==> src/rtl/smi_ind_pkg.sv <==
package smi_ind_pkg;

    localparam int ADDR_W = 5;
    localparam int DATA_W = 16;
    localparam int BUSY_BIT = 15;

    localparam logic [ADDR_W-1:0] WIN_CMD_OFS  = 5'd0;
    localparam logic [ADDR_W-1:0] WIN_DATA_OFS = 5'd1;

    localparam logic [1:0] OPC_WRITE = 2'd1;
    localparam logic [1:0] OPC_READ  = 2'd2;

    typedef enum logic [2:0] {
        ST_IDLE,
        ST_DIRECT,
        ST_POLL,
        ST_GAP,
        ST_DATA_WR,
        ST_CMD_WR,
        ST_DATA_RD,
        ST_RESP
    } seq_state_t;

    typedef enum logic {
        PH_BEFORE,
        PH_AFTER
    } poll_phase_t;

    typedef struct packed {
        logic              write;
        logic [ADDR_W-1:0] dev;
        logic [ADDR_W-1:0] regn;
        logic [DATA_W-1:0] wdata;
    } access_req_t;

    typedef struct packed {
        logic              write;
        logic [ADDR_W-1:0] phy;
        logic [ADDR_W-1:0] regn;
        logic [DATA_W-1:0] wdata;
    } raw_frame_t;

    function automatic logic [DATA_W-1:0] build_cmd_word(
        input logic              write,
        input logic [ADDR_W-1:0] dev,
        input logic [ADDR_W-1:0] regn
    );
        logic [1:0] opc;
        opc = write ? OPC_WRITE : OPC_READ;
        return {1'b1, 2'b00, 1'b1, opc, dev, regn};
    endfunction

    function automatic logic poll_clear(
        input logic              err,
        input logic [DATA_W-1:0] rdata
    );
        return !err && !rdata[BUSY_BIT];
    endfunction

endpackage

==> src/rtl/smi_gap_timer.sv <==
module smi_gap_timer #(
    parameter int TICKS = 100000
) (
    input  logic clk,
    input  logic rst,
    input  logic load,
    output logic expired
);
    localparam int CW = (TICKS > 1) ? $clog2(TICKS) : 1;

    logic [CW-1:0] cnt;

    always_ff @(posedge clk) begin
        if (rst) begin
            cnt <= '0;
        end else if (load) begin
            cnt <= CW'(TICKS - 1);
        end else if (cnt != '0) begin
            cnt <= cnt - 1'b1;
        end
    end

    assign expired = (cnt == '0);
endmodule

==> src/rtl/smi_attempt_counter.sv <==
module smi_attempt_counter #(
    parameter int LIMIT = 100
) (
    input  logic clk,
    input  logic rst,
    input  logic clear,
    input  logic bump,
    output logic final_try
);
    localparam int AW = $clog2(LIMIT + 1);

    logic [AW-1:0] tries;

    always_ff @(posedge clk) begin
        if (rst || clear) begin
            tries <= '0;
        end else if (bump) begin
            tries <= tries + 1'b1;
        end
    end

    assign final_try = (tries >= AW'(LIMIT - 1));
endmodule

==> src/rtl/smi_frame_builder.sv <==
module smi_frame_builder
    import smi_ind_pkg::*;
(
    input  seq_state_t        state,
    input  access_req_t       req,
    input  logic [ADDR_W-1:0] bus_addr,
    output raw_frame_t        frame
);
    always_comb begin
        frame = '0;
        unique case (state)
            ST_DIRECT: begin
                frame.write = req.write;
                frame.phy   = req.dev;
                frame.regn  = req.regn;
                frame.wdata = req.write ? req.wdata : '0;
            end
            ST_POLL: begin
                frame.phy  = bus_addr;
                frame.regn = WIN_CMD_OFS;
            end
            ST_DATA_WR: begin
                frame.write = 1'b1;
                frame.phy   = bus_addr;
                frame.regn  = WIN_DATA_OFS;
                frame.wdata = req.wdata;
            end
            ST_CMD_WR: begin
                frame.write = 1'b1;
                frame.phy   = bus_addr;
                frame.regn  = WIN_CMD_OFS;
                frame.wdata = build_cmd_word(req.write, req.dev, req.regn);
            end
            ST_DATA_RD: begin
                frame.phy  = bus_addr;
                frame.regn = WIN_DATA_OFS;
            end
            default: frame = '0;
        endcase
    end
endmodule

==> src/rtl/smi_indirect_engine.sv <==
module smi_indirect_engine
    import smi_ind_pkg::*;
#(
    parameter int TICKS_PER_MS = 100000,
    parameter int POLL_LIMIT   = 100
) (
    input  logic              clk,
    input  logic              rst,
    input  logic [4:0]        cfg_bus_addr,
    input  logic              req_valid,
    output logic              req_ready,
    input  logic              req_write,
    input  logic [4:0]        req_dev,
    input  logic [4:0]        req_reg,
    input  logic [15:0]       req_wdata,
    output logic              rsp_done,
    output logic              rsp_error,
    output logic [15:0]       rsp_rdata,
    output logic              mdio_valid,
    output logic              mdio_write,
    output logic [4:0]        mdio_phy,
    output logic [4:0]        mdio_reg,
    output logic [15:0]       mdio_wdata,
    input  logic              mdio_done,
    input  logic              mdio_err,
    input  logic [15:0]       mdio_rdata
);
    seq_state_t        state;
    poll_phase_t       phase;
    access_req_t       req_q;
    logic [ADDR_W-1:0] bus_q;
    logic              err_q;
    logic [DATA_W-1:0] rdata_q;
    raw_frame_t        frame;

    logic accept;
    logic frame_end;
    logic poll_good;
    logic gap_load;
    logic gap_expired;
    logic try_clear;
    logic try_bump;
    logic final_try;

    assign accept    = req_valid && (state == ST_IDLE);
    assign frame_end = mdio_valid && mdio_done;
    assign poll_good = poll_clear(mdio_err, mdio_rdata);

    assign gap_load  = (state == ST_POLL) && frame_end && !poll_good && !final_try;
    assign try_bump  = gap_load;
    assign try_clear = accept || ((state == ST_POLL) && frame_end && poll_good);

    smi_gap_timer #(.TICKS(TICKS_PER_MS)) u_gap (
        .clk     (clk),
        .rst     (rst),
        .load    (gap_load),
        .expired (gap_expired)
    );

    smi_attempt_counter #(.LIMIT(POLL_LIMIT)) u_tries (
        .clk       (clk),
        .rst       (rst),
        .clear     (try_clear),
        .bump      (try_bump),
        .final_try (final_try)
    );

    smi_frame_builder u_build (
        .state    (state),
        .req      (req_q),
        .bus_addr (bus_q),
        .frame    (frame)
    );

    always_ff @(posedge clk) begin
        if (rst) begin
            state   <= ST_IDLE;
            phase   <= PH_BEFORE;
            req_q   <= '0;
            bus_q   <= '0;
            err_q   <= 1'b0;
            rdata_q <= '0;
        end else begin
            unique case (state)
                ST_IDLE: begin
                    if (accept) begin
                        req_q   <= '{write: req_write, dev: req_dev,
                                     regn: req_reg, wdata: req_wdata};
                        bus_q   <= cfg_bus_addr;
                        err_q   <= 1'b0;
                        rdata_q <= '0;
                        phase   <= PH_BEFORE;
                        state   <= (cfg_bus_addr == '0) ? ST_DIRECT : ST_POLL;
                    end
                end
                ST_DIRECT: begin
                    if (frame_end) begin
                        err_q <= mdio_err;
                        if (!req_q.write && !mdio_err) begin
                            rdata_q <= mdio_rdata;
                        end
                        state <= ST_RESP;
                    end
                end
                ST_POLL: begin
                    if (frame_end) begin
                        if (poll_good) begin
                            if (phase == PH_BEFORE) begin
                                state <= req_q.write ? ST_DATA_WR : ST_CMD_WR;
                            end else begin
                                state <= req_q.write ? ST_RESP : ST_DATA_RD;
                            end
                        end else if (final_try) begin
                            err_q <= 1'b1;
                            state <= ST_RESP;
                        end else begin
                            state <= ST_GAP;
                        end
                    end
                end
                ST_GAP: begin
                    if (gap_expired) begin
                        state <= ST_POLL;
                    end
                end
                ST_DATA_WR: begin
                    if (frame_end) begin
                        if (mdio_err) begin
                            err_q <= 1'b1;
                            state <= ST_RESP;
                        end else begin
                            state <= ST_CMD_WR;
                        end
                    end
                end
                ST_CMD_WR: begin
                    if (frame_end) begin
                        if (mdio_err) begin
                            err_q <= 1'b1;
                            state <= ST_RESP;
                        end else begin
                            phase <= PH_AFTER;
                            state <= ST_POLL;
                        end
                    end
                end
                ST_DATA_RD: begin
                    if (frame_end) begin
                        if (mdio_err) begin
                            err_q <= 1'b1;
                        end else begin
                            rdata_q <= mdio_rdata;
                        end
                        state <= ST_RESP;
                    end
                end
                ST_RESP: begin
                    state <= ST_IDLE;
                end
                default: state <= ST_IDLE;
            endcase
        end
    end

    assign req_ready  = (state == ST_IDLE);
    assign rsp_done   = (state == ST_RESP);
    assign rsp_error  = err_q;
    assign rsp_rdata  = rdata_q;

    assign mdio_valid = (state == ST_DIRECT) || (state == ST_POLL) ||
                        (state == ST_DATA_WR) || (state == ST_CMD_WR) ||
                        (state == ST_DATA_RD);
    assign mdio_write = frame.write;
    assign mdio_phy   = frame.phy;
    assign mdio_reg   = frame.regn;
    assign mdio_wdata = frame.wdata;
endmodule

==> config.mk <==
export PLATFORM = sky130hd
export DESIGN_NAME = smi_indirect_engine
export DESIGN_NICKNAME = d
export VERILOG_FILES = /design/src/rtl/smi_ind_pkg.sv /design/src/rtl/smi_gap_timer.sv /design/src/rtl/smi_attempt_counter.sv /design/src/rtl/smi_frame_builder.sv /design/src/rtl/smi_indirect_engine.sv
export SDC_FILE = /design/constraint.sdc
export NUM_CORES = 1
export LEC_CHECK = 0
export ABC_CLOCK_PERIOD_IN_PS = 3880
export BUFFER_PORTS_ARGS = -buffer_cell sky130_fd_sc_hd__buf_2
export CORE_ASPECT_RATIO = 0.6
export CORE_MARGIN = 1
export CORE_UTILIZATION = 54
export CTS_CLUSTER_DIAMETER = 40
export DETAILED_ROUTE_END_ITERATION = 10
export GPL_TIMING_DRIVEN = 0
export PLACE_DENSITY = 0.8
export SYNTH_ARGS = -nofsm -noshare
export SYNTH_HDL_FRONTEND = slang
export SYNTH_HIERARCHICAL = 1
export SYNTH_SLANG_ARGS = --single-unit
==> constraint.sdc <==
create_clock -name clk -period 3.88 [get_ports clk]
set_input_delay 0.388 -clock clk [delete_from_list [all_inputs] [get_ports clk]]
set_output_delay 0.388 -clock clk [all_outputs]
set_load 0.02 [all_outputs]
# Word level (Yosys, flattened, before mapping)
# Index checks and enable logic that the tools add are counted.
[totals]
ff_bits = 77
inputBits = 53
out_inout_bits = 47
wordCells = 114
[classes]
n_addsub = 2
order_cmp = 1
eq_ne = 22
muxes = 39
n_reduce_logical = 38
[op_table]
columns = ["operator", "n"]
rows = [
  ["2-to-1 mux 16 bit", 6],
  ["one-hot mux 16 bit (3 select lines)", 2],
  ["2-to-1 mux 17 bit", 2],
  ["one-hot mux 10 bit (3 select lines)", 1],
  ["2-to-1 mux 3 bit", 9],
  ["!= test 2 bit, second input constant", 11],
  ["one-hot mux 3 bit (7 select lines)", 1],
  ["zero test 17 bit", 1],
  ["nonzero test 17 bit", 1],
  ["subtractor 17 x 1 -> 17 bit, second input constant", 1],
  ["== test 3 bit, second input constant", 4],
  ["AND reduction 6 bit", 2],
  ["2-to-1 mux 1 bit", 11],
  ["OR reduction 2 bit", 5],
  ["logical AND 1 bit", 8],
  ["2-to-1 mux 2 bit", 4],
  ["!= test 2 x 1 -> 1 bit, second input constant", 4],
  ["AND reduction 8 bit", 1],
  ["adder 7 x 1 -> 7 bit, second input constant", 1],
  [">= comparator 7 bit, second input constant", 1],
  ["== test 3 x 2 -> 1 bit, second input constant", 2],
  ["logical OR 1 bit", 6],
  ["zero test 1 bit", 5],
  ["zero test 5 bit", 1],
  ["other kinds (10)", 12],
]

# Depth between registers and ports, before layout
[logic_depth]
word_depth = 10
mapped_depth = 10
mapped_depth_nobuf = 9

# Hierarchy
# Netlist, hierarchy kept.
[by_module_without_submodules]
columns = ["module", "n_inst", "cells_per_inst", "area_per_inst_um2", "seq_area_each_um2"]
rows = [
  ["smi_indirect_engine", 1, 276, 2290.9, 1061.0],
  ["smi_gap_timer", 1, 103, 897.1, 340.3],
  ["smi_frame_builder", 1, 87, 681.9, 0.0],
  ["smi_attempt_counter", 1, 35, 301.5, 140.1],
]

# Least setup slack after synthesis
# OpenSTA, ideal clock, no wires.
[synth_path]
kind = "register to register"
from = "reg state[0]"
to = "reg u_tries.tries[5]"
setup_ns = 0.070
arrival_time_ns = 2.915
required_time_ns = 3.810
path_slack_ns = 0.895
stages_incl_launch_ff = 7
path_buffers = 1
synth_period_minus_slack_ns = 2.985
path_cell_list = "dfxtp_1 > buf_2 > or3b_1 > nor4b_1 > nand4_1 > or3_1 > a21oi_1"
[synth_between]
elab_cells_between_ends = 18
classes_between = "eq/ne (5); reduce/logical (13)"
[synth_rtl]
columns = ["element", "line_no", "rtl"]
rows = [
  ["start: declaration", "smi_indirect_engine.sv:28", "seq_state_t state;"],
  ["start signal: assignment", "smi_indirect_engine.sv:93", "state <= (cfg_bus_addr == '0) ? ST_DIRECT : ST_POLL;"],
  ["start signal: assignment", "smi_indirect_engine.sv:109", "state <= req_q.write ? ST_DATA_WR : ST_CMD_WR;"],
  ["start signal: assignment", "smi_indirect_engine.sv:111", "state <= req_q.write ? ST_RESP : ST_DATA_RD;"],
  ["== test 3 x 1 -> 1 bit / == test 3 x 2 -> 1 bit (equally long branches)", "smi_indirect_engine.sv:170, smi_indirect_engine.sv:49", ""],
  ["logical OR 1 bit (2 in series)", "smi_indirect_engine.sv:170", "assign mdio_valid = (state == ST_DIRECT) || (state == ST_POLL) ||"],
  ["logical OR 1 bit (2 in series)", "smi_indirect_engine.sv:171", "(state == ST_DATA_WR) || (state == ST_CMD_WR) ||"],
  ["logical AND 1 bit", "smi_indirect_engine.sv:46", "assign frame_end = mdio_valid && mdio_done;"],
  ["logical AND 1 bit (*) (3 in series)", "smi_indirect_engine.sv:49", "assign gap_load = (state == ST_POLL) && frame_end && !poll_good && !final_try;"],
  ["via gap_load", "smi_indirect_engine.sv:39", "logic gap_load;"],
  ["end signal: assignment", "smi_attempt_counter.sv:18", "tries <= tries + 1'b1;"],
  ["end: declaration", "smi_attempt_counter.sv:12", "logic [AW-1:0] tries;"],
]
# The timed path passes the listed nets; every way through them passes the cells marked *.
# A chain may end at the register's enable or synchronous reset.

# Final worst setup path
[layout_path]
from = "reg u_tries.tries[0]"
to = "reg u_tries.tries[6]"
[layout_between]
elab_chain_cells = 3
elab_cells_between_ends = 4
classes_between = "add/sub (1); order compare (1); reduce/logical (2)"
[layout_rtl]
columns = ["element", "line_no", "rtl"]
rows = [
  [">= comparator 7 bit", "smi_attempt_counter.sv:22", "assign final_try = (tries >= AW'(LIMIT - 1));"],
  ["via final_try", "smi_indirect_engine.sv:43", "logic final_try;"],
  ["zero test 1 bit", "smi_indirect_engine.sv:49", ""],
  ["logical AND 1 bit", "smi_indirect_engine.sv:49", ""],
  ["via gap_load", "smi_indirect_engine.sv:39", ""],
]
# The timed path passes the listed nets, and every way through them passes these cells.

==> impl_metrics.json <==
{
  "timing.rr.end": "u_tries/tries[6]$_SDFFE_PP0P_",
  "postCtsSetupBuffers": 0,
  "layout-drive-gt1-share_pct": 26.1,
  "postCtsHoldBufs": 0,
  "final.period_utilization_pct": 61.7,
  "grt.busiest_layer": "met2",
  "synthAdderAreaFrac_pct": 0.600,
  "clock_latency_ps": 330,
  "whs_endpoint": "req_q[26]$_SDFFE_PP0P_",
  "cts-buffers-inserted": 9,
  "synth_largest_area_cell": "dfxtp_1",
  "regToRegSetupSlack_ps": 1490,
  "fin_cells": 721,
  "yosysUniqueCellTypes": 62,
  "drt_pass1_iterations": 6,
  "hp-class": "in2reg",
  "r2r-start": "u_tries/tries[0]$_SDFFE_PP0P_",
  "globalRouteTotalUtil_pct": 30.1,
  "crit_path_cell_trace": "ha_1 > nor4_1 > a21oi_1 > nor4b_2 > buf_4 > nand4_1 > or3_1 > a21oi_1",
  "initial_core_util_pct": 56.7,
  "syn_nets": 556,
  "grtUsageMet1_pct": 41.2,
  "slew_viol_final": 0,
  "die_h_um": 70.1,
  "r2r_cells": 8,
  "grt_pass1_vias": 3978,
  "fillers": 587,
  "antenna_found_initial": 0,
  "yosys.area_share.simple_pct": 27.8,
  "synth_cells": 501,
  "synth_seq_cells": 77,
  "use_met3_pct": 9.64,
  "irDropWorstVdd_v": 0.000330,
  "netlist_top_cells_area": "dfxtp_1, nand2_1, mux2i_1, a21oi_1, o32ai_2",
  "power.density_nw_per_um2": 731,
  "synth-seq-area-share_pct": 37.0,
  "cp_common_cell": "a21oi_1",
  "post-route-min-period_ps": 2390,
  "syn_area_um2": 4170,
  "rows": 24,
  "nNetsFinal": 667,
  "clk_pin_slew_worst_paths_ps": 60,
  "final-seq-area_um2": 1540,
  "gp_congestion": 0.898,
  "design_area_um2": 5140,
  "clkSinkCount": 77,
  "clockBufferDepth": 2,
  "synth_xor_xnor_area_share_pct": 1.47,
  "min_from": "req_write",
  "max_stage_delay_ps": 440,
  "whs_path_depth": 3,
  "drc_errors": 0,
  "post-place-ws_ps": 1540,
  "diodes": 0,
  "path_class": "reg2reg",
  "synth_edf_count": 0,
  "io_pins": 100,
  "worst_pin_slew_ps": 586,
  "crit_path_start_kind": "flop",
  "cp_slowest_cell": "nor4b_2",
  "synth.area.mux_share_pct": 7.47,
  "post-place-cells": 705,
  "cts_tree": "yes",
  "setup-violations-final": 0,
  "synth_compound_area_share_pct": 18.7,
  "grt_max_degree": 15,
  "wl_per_cell_um": 15.9,
  "grt_pass1_wl_um": 19100,
  "use_met2_pct": 44.2,
  "worstSetupEndpointType": "flop",
  "yosysWarnings": 6,
  "coreArea_um2": 7360,
  "drt-initial-drc-count": 312,
  "dieArea_um2": 8090,
  "async_flop_share_pct": 0,
  "hold_viol": 0,
  "outcome": "complete, no violations",
  "syn_area_per_cell_um2": 8.33,
  "port_buffers": 99,
  "ant_nets": 0,
  "whs_ps": 289,
  "dieWidth_um": 115,
  "via_per_inst": 5.74,
  "hpwlAfterDp_um": 8230,
  "power_leakage_nw": 2.18,
  "synth_top_family_by_area": "simple AND/OR/NAND/NOR gates",
  "path_max_fanout": 10,
  "max_freq_mhz": 418,
  "cap_violations": 0,
  "synth_top_area_share_pct": 37.0,
  "area.growth.synth_to_final_pct": 23.2,
  "dpl_cell_area_um2": 4810,
  "setup_ws_ps": 1490,
  "critical_path_buf_inv_count": 1,
  "crit_required_ps": 4150,
  "synth-main-ff-cell": "dfxtp_1",
  "cp_top_family": "simple AND/OR/NAND/NOR gates",
  "h-tree-depth": 3,
  "finClkSkew_ps": 5.26,
  "arrival_ps": 2660,
  "cts_root_buf": "clkbuf_16",
  "via_count": 4136,
  "wl_um": 11500,
  "multi_input_area_um2": 2340,
  "cts_resized": 0,
  "overflow": 0,
  "rsz0062_at_grt": "false",
  "slew_headroom_pct": 59.9,
  "final.setup.tns_ps": 0
}
[power breakdown]
group	switching (W)	internal (W)	total, W
logic	0.000971	0.000673	0.00164
registers	0.000216	0.000975	0.00119
clock network	0.000339	0.000582	0.000921
[flip-flops by register name (all words and copies together) (netlist names)]
register and count:
rsp_error 1, rsp_rdata 16, u_gap/cnt 17, state 3, u_tries/tries 7, bus_q 5, phase 1, req_q 27
[worst max-delay path by stage]
stage,startpoint,to,slack (ps),depth (start not counted)
6_report,u_tries/tries[0]$_SDFFE_PP0P_,u_tries/tries[6]$_SDFFE_PP0P_,1490,8
3_5_place_dp,u_tries/tries[0]$_SDFFE_PP0P_,u_tries/tries[6]$_SDFFE_PP0P_,1540,8
5_1_grt,u_tries/tries[0]$_SDFFE_PP0P_,u_tries/tries[6]$_SDFFE_PP0P_,1300,8
4_1_cts,u_tries/tries[0]$_SDFFE_PP0P_,u_tries/tries[6]$_SDFFE_PP0P_,1490,8
3_3_place_gp,u_tries/tries[0]$_SDFFE_PP0P_,u_tries/tries[6]$_SDFFE_PP0P_,120,7
2_1_floorplan,state[0]$_SDFFE_PP0P_,u_tries/tries[5]$_SDFFE_PP0P_,900,6
[cell usage after synthesis (3+ instances only)]
| cell type | n |
|---|---|
| a31oi_1 | 7 |
| nand2b_1 | 20 |
| and3_1 | 6 |
| nor4_1 | 5 |
| and2_1 | 4 |
| nand3b_1 | 7 |
| a211oi_1 | 3 |
| o21ai_0 | 14 |
| a21oi_1 | 57 |
| mux2i_1 | 30 |
| nand4_1 | 5 |
| dfxtp_1 | 77 |
| nand2_1 | 92 |
| nor2_1 | 20 |
| xor2_1 | 5 |
| or4_1 | 4 |
| buf_6 | 7 |
| buf_4 | 8 |
| nand3_1 | 6 |
| or3_1 | 12 |
| o21ai_1 | 3 |
| nand4b_1 | 3 |
| o31ai_1 | 4 |
| inv_1 | 16 |
| o32ai_2 | 10 |
| nor3_1 | 10 |
| buf_2 | 6 |
| clkbuf_1 | 12 |
| and3b_1 | 4 |
[final cells by class]
class | count | area share (%)
inverter | 17 | 1.24
buffer | 34 | 4.43
multi-input combinational | 373 | 45.6
clock buffer | 11 | 4.72
sequential | 77 | 30.0
clock inverter | 5 | 1.63
tap | 104 | 2.53
timing repair buffer | 100 | 9.79
[worst min-delay path, stage by stage]
cell	delay, ps
buf_2	100
nand2_1	50
a21oi_1	50
[per-stage QoR]
stage / util (%) / power (W)
6_report: 69.8 / 0.00376
5_1_grt: 69.8 / 0.00398
4_1_cts: 69.8 / 0.00373
3_5_place_dp: 65.4 / 0.00280
3_3_place_gp: 65.2 / 0.00271
2_1_floorplan: - / 0.00238
[layer usage]
layer  vias to the layer above  part of all wire, %
li1                       1994                    -
met1                      1916                   45
met4                         0                  2.3
met5                         -                    0
met3                        29                  9.4
met2                       197                   43
[cells by family (layout without fill, tap and decap cells)]
logic type,after synthesis,in the layout
AND/OR/NAND/NOR,218,218
flip-flops,77,77
buffers and inverters,51,167
multiplexers,31,31
adder cells (fa/ha/maj),2,2
AO/OA/AOI/OAI,115,115
XOR/XNOR,7,7
[placed cells by master (no fill, tap or decap), types with 4 or more instances in the layout]
cell type	n
buf_2	105
o31ai_1	4
o32ai_2	10
buf_6	7
nand3_1	6
mux2i_1	30
clkbuf_1	13
dfxtp_1	77
clkbuf_16	9
a21oi_1	57
or3_1	12
nor4_1	5
nand3b_1	7
buf_4	9
and2_1	4
o21ai_0	14
nand4_1	5
inv_1	16
nor2_1	20
xor2_1	5
or4_1	4
and3b_1	4
nand2b_1	20
and3_1	6
a31oi_1	7
nor3_1	10
nand2_1	92
No activity file was read; power rests on OpenSTA's default activity.
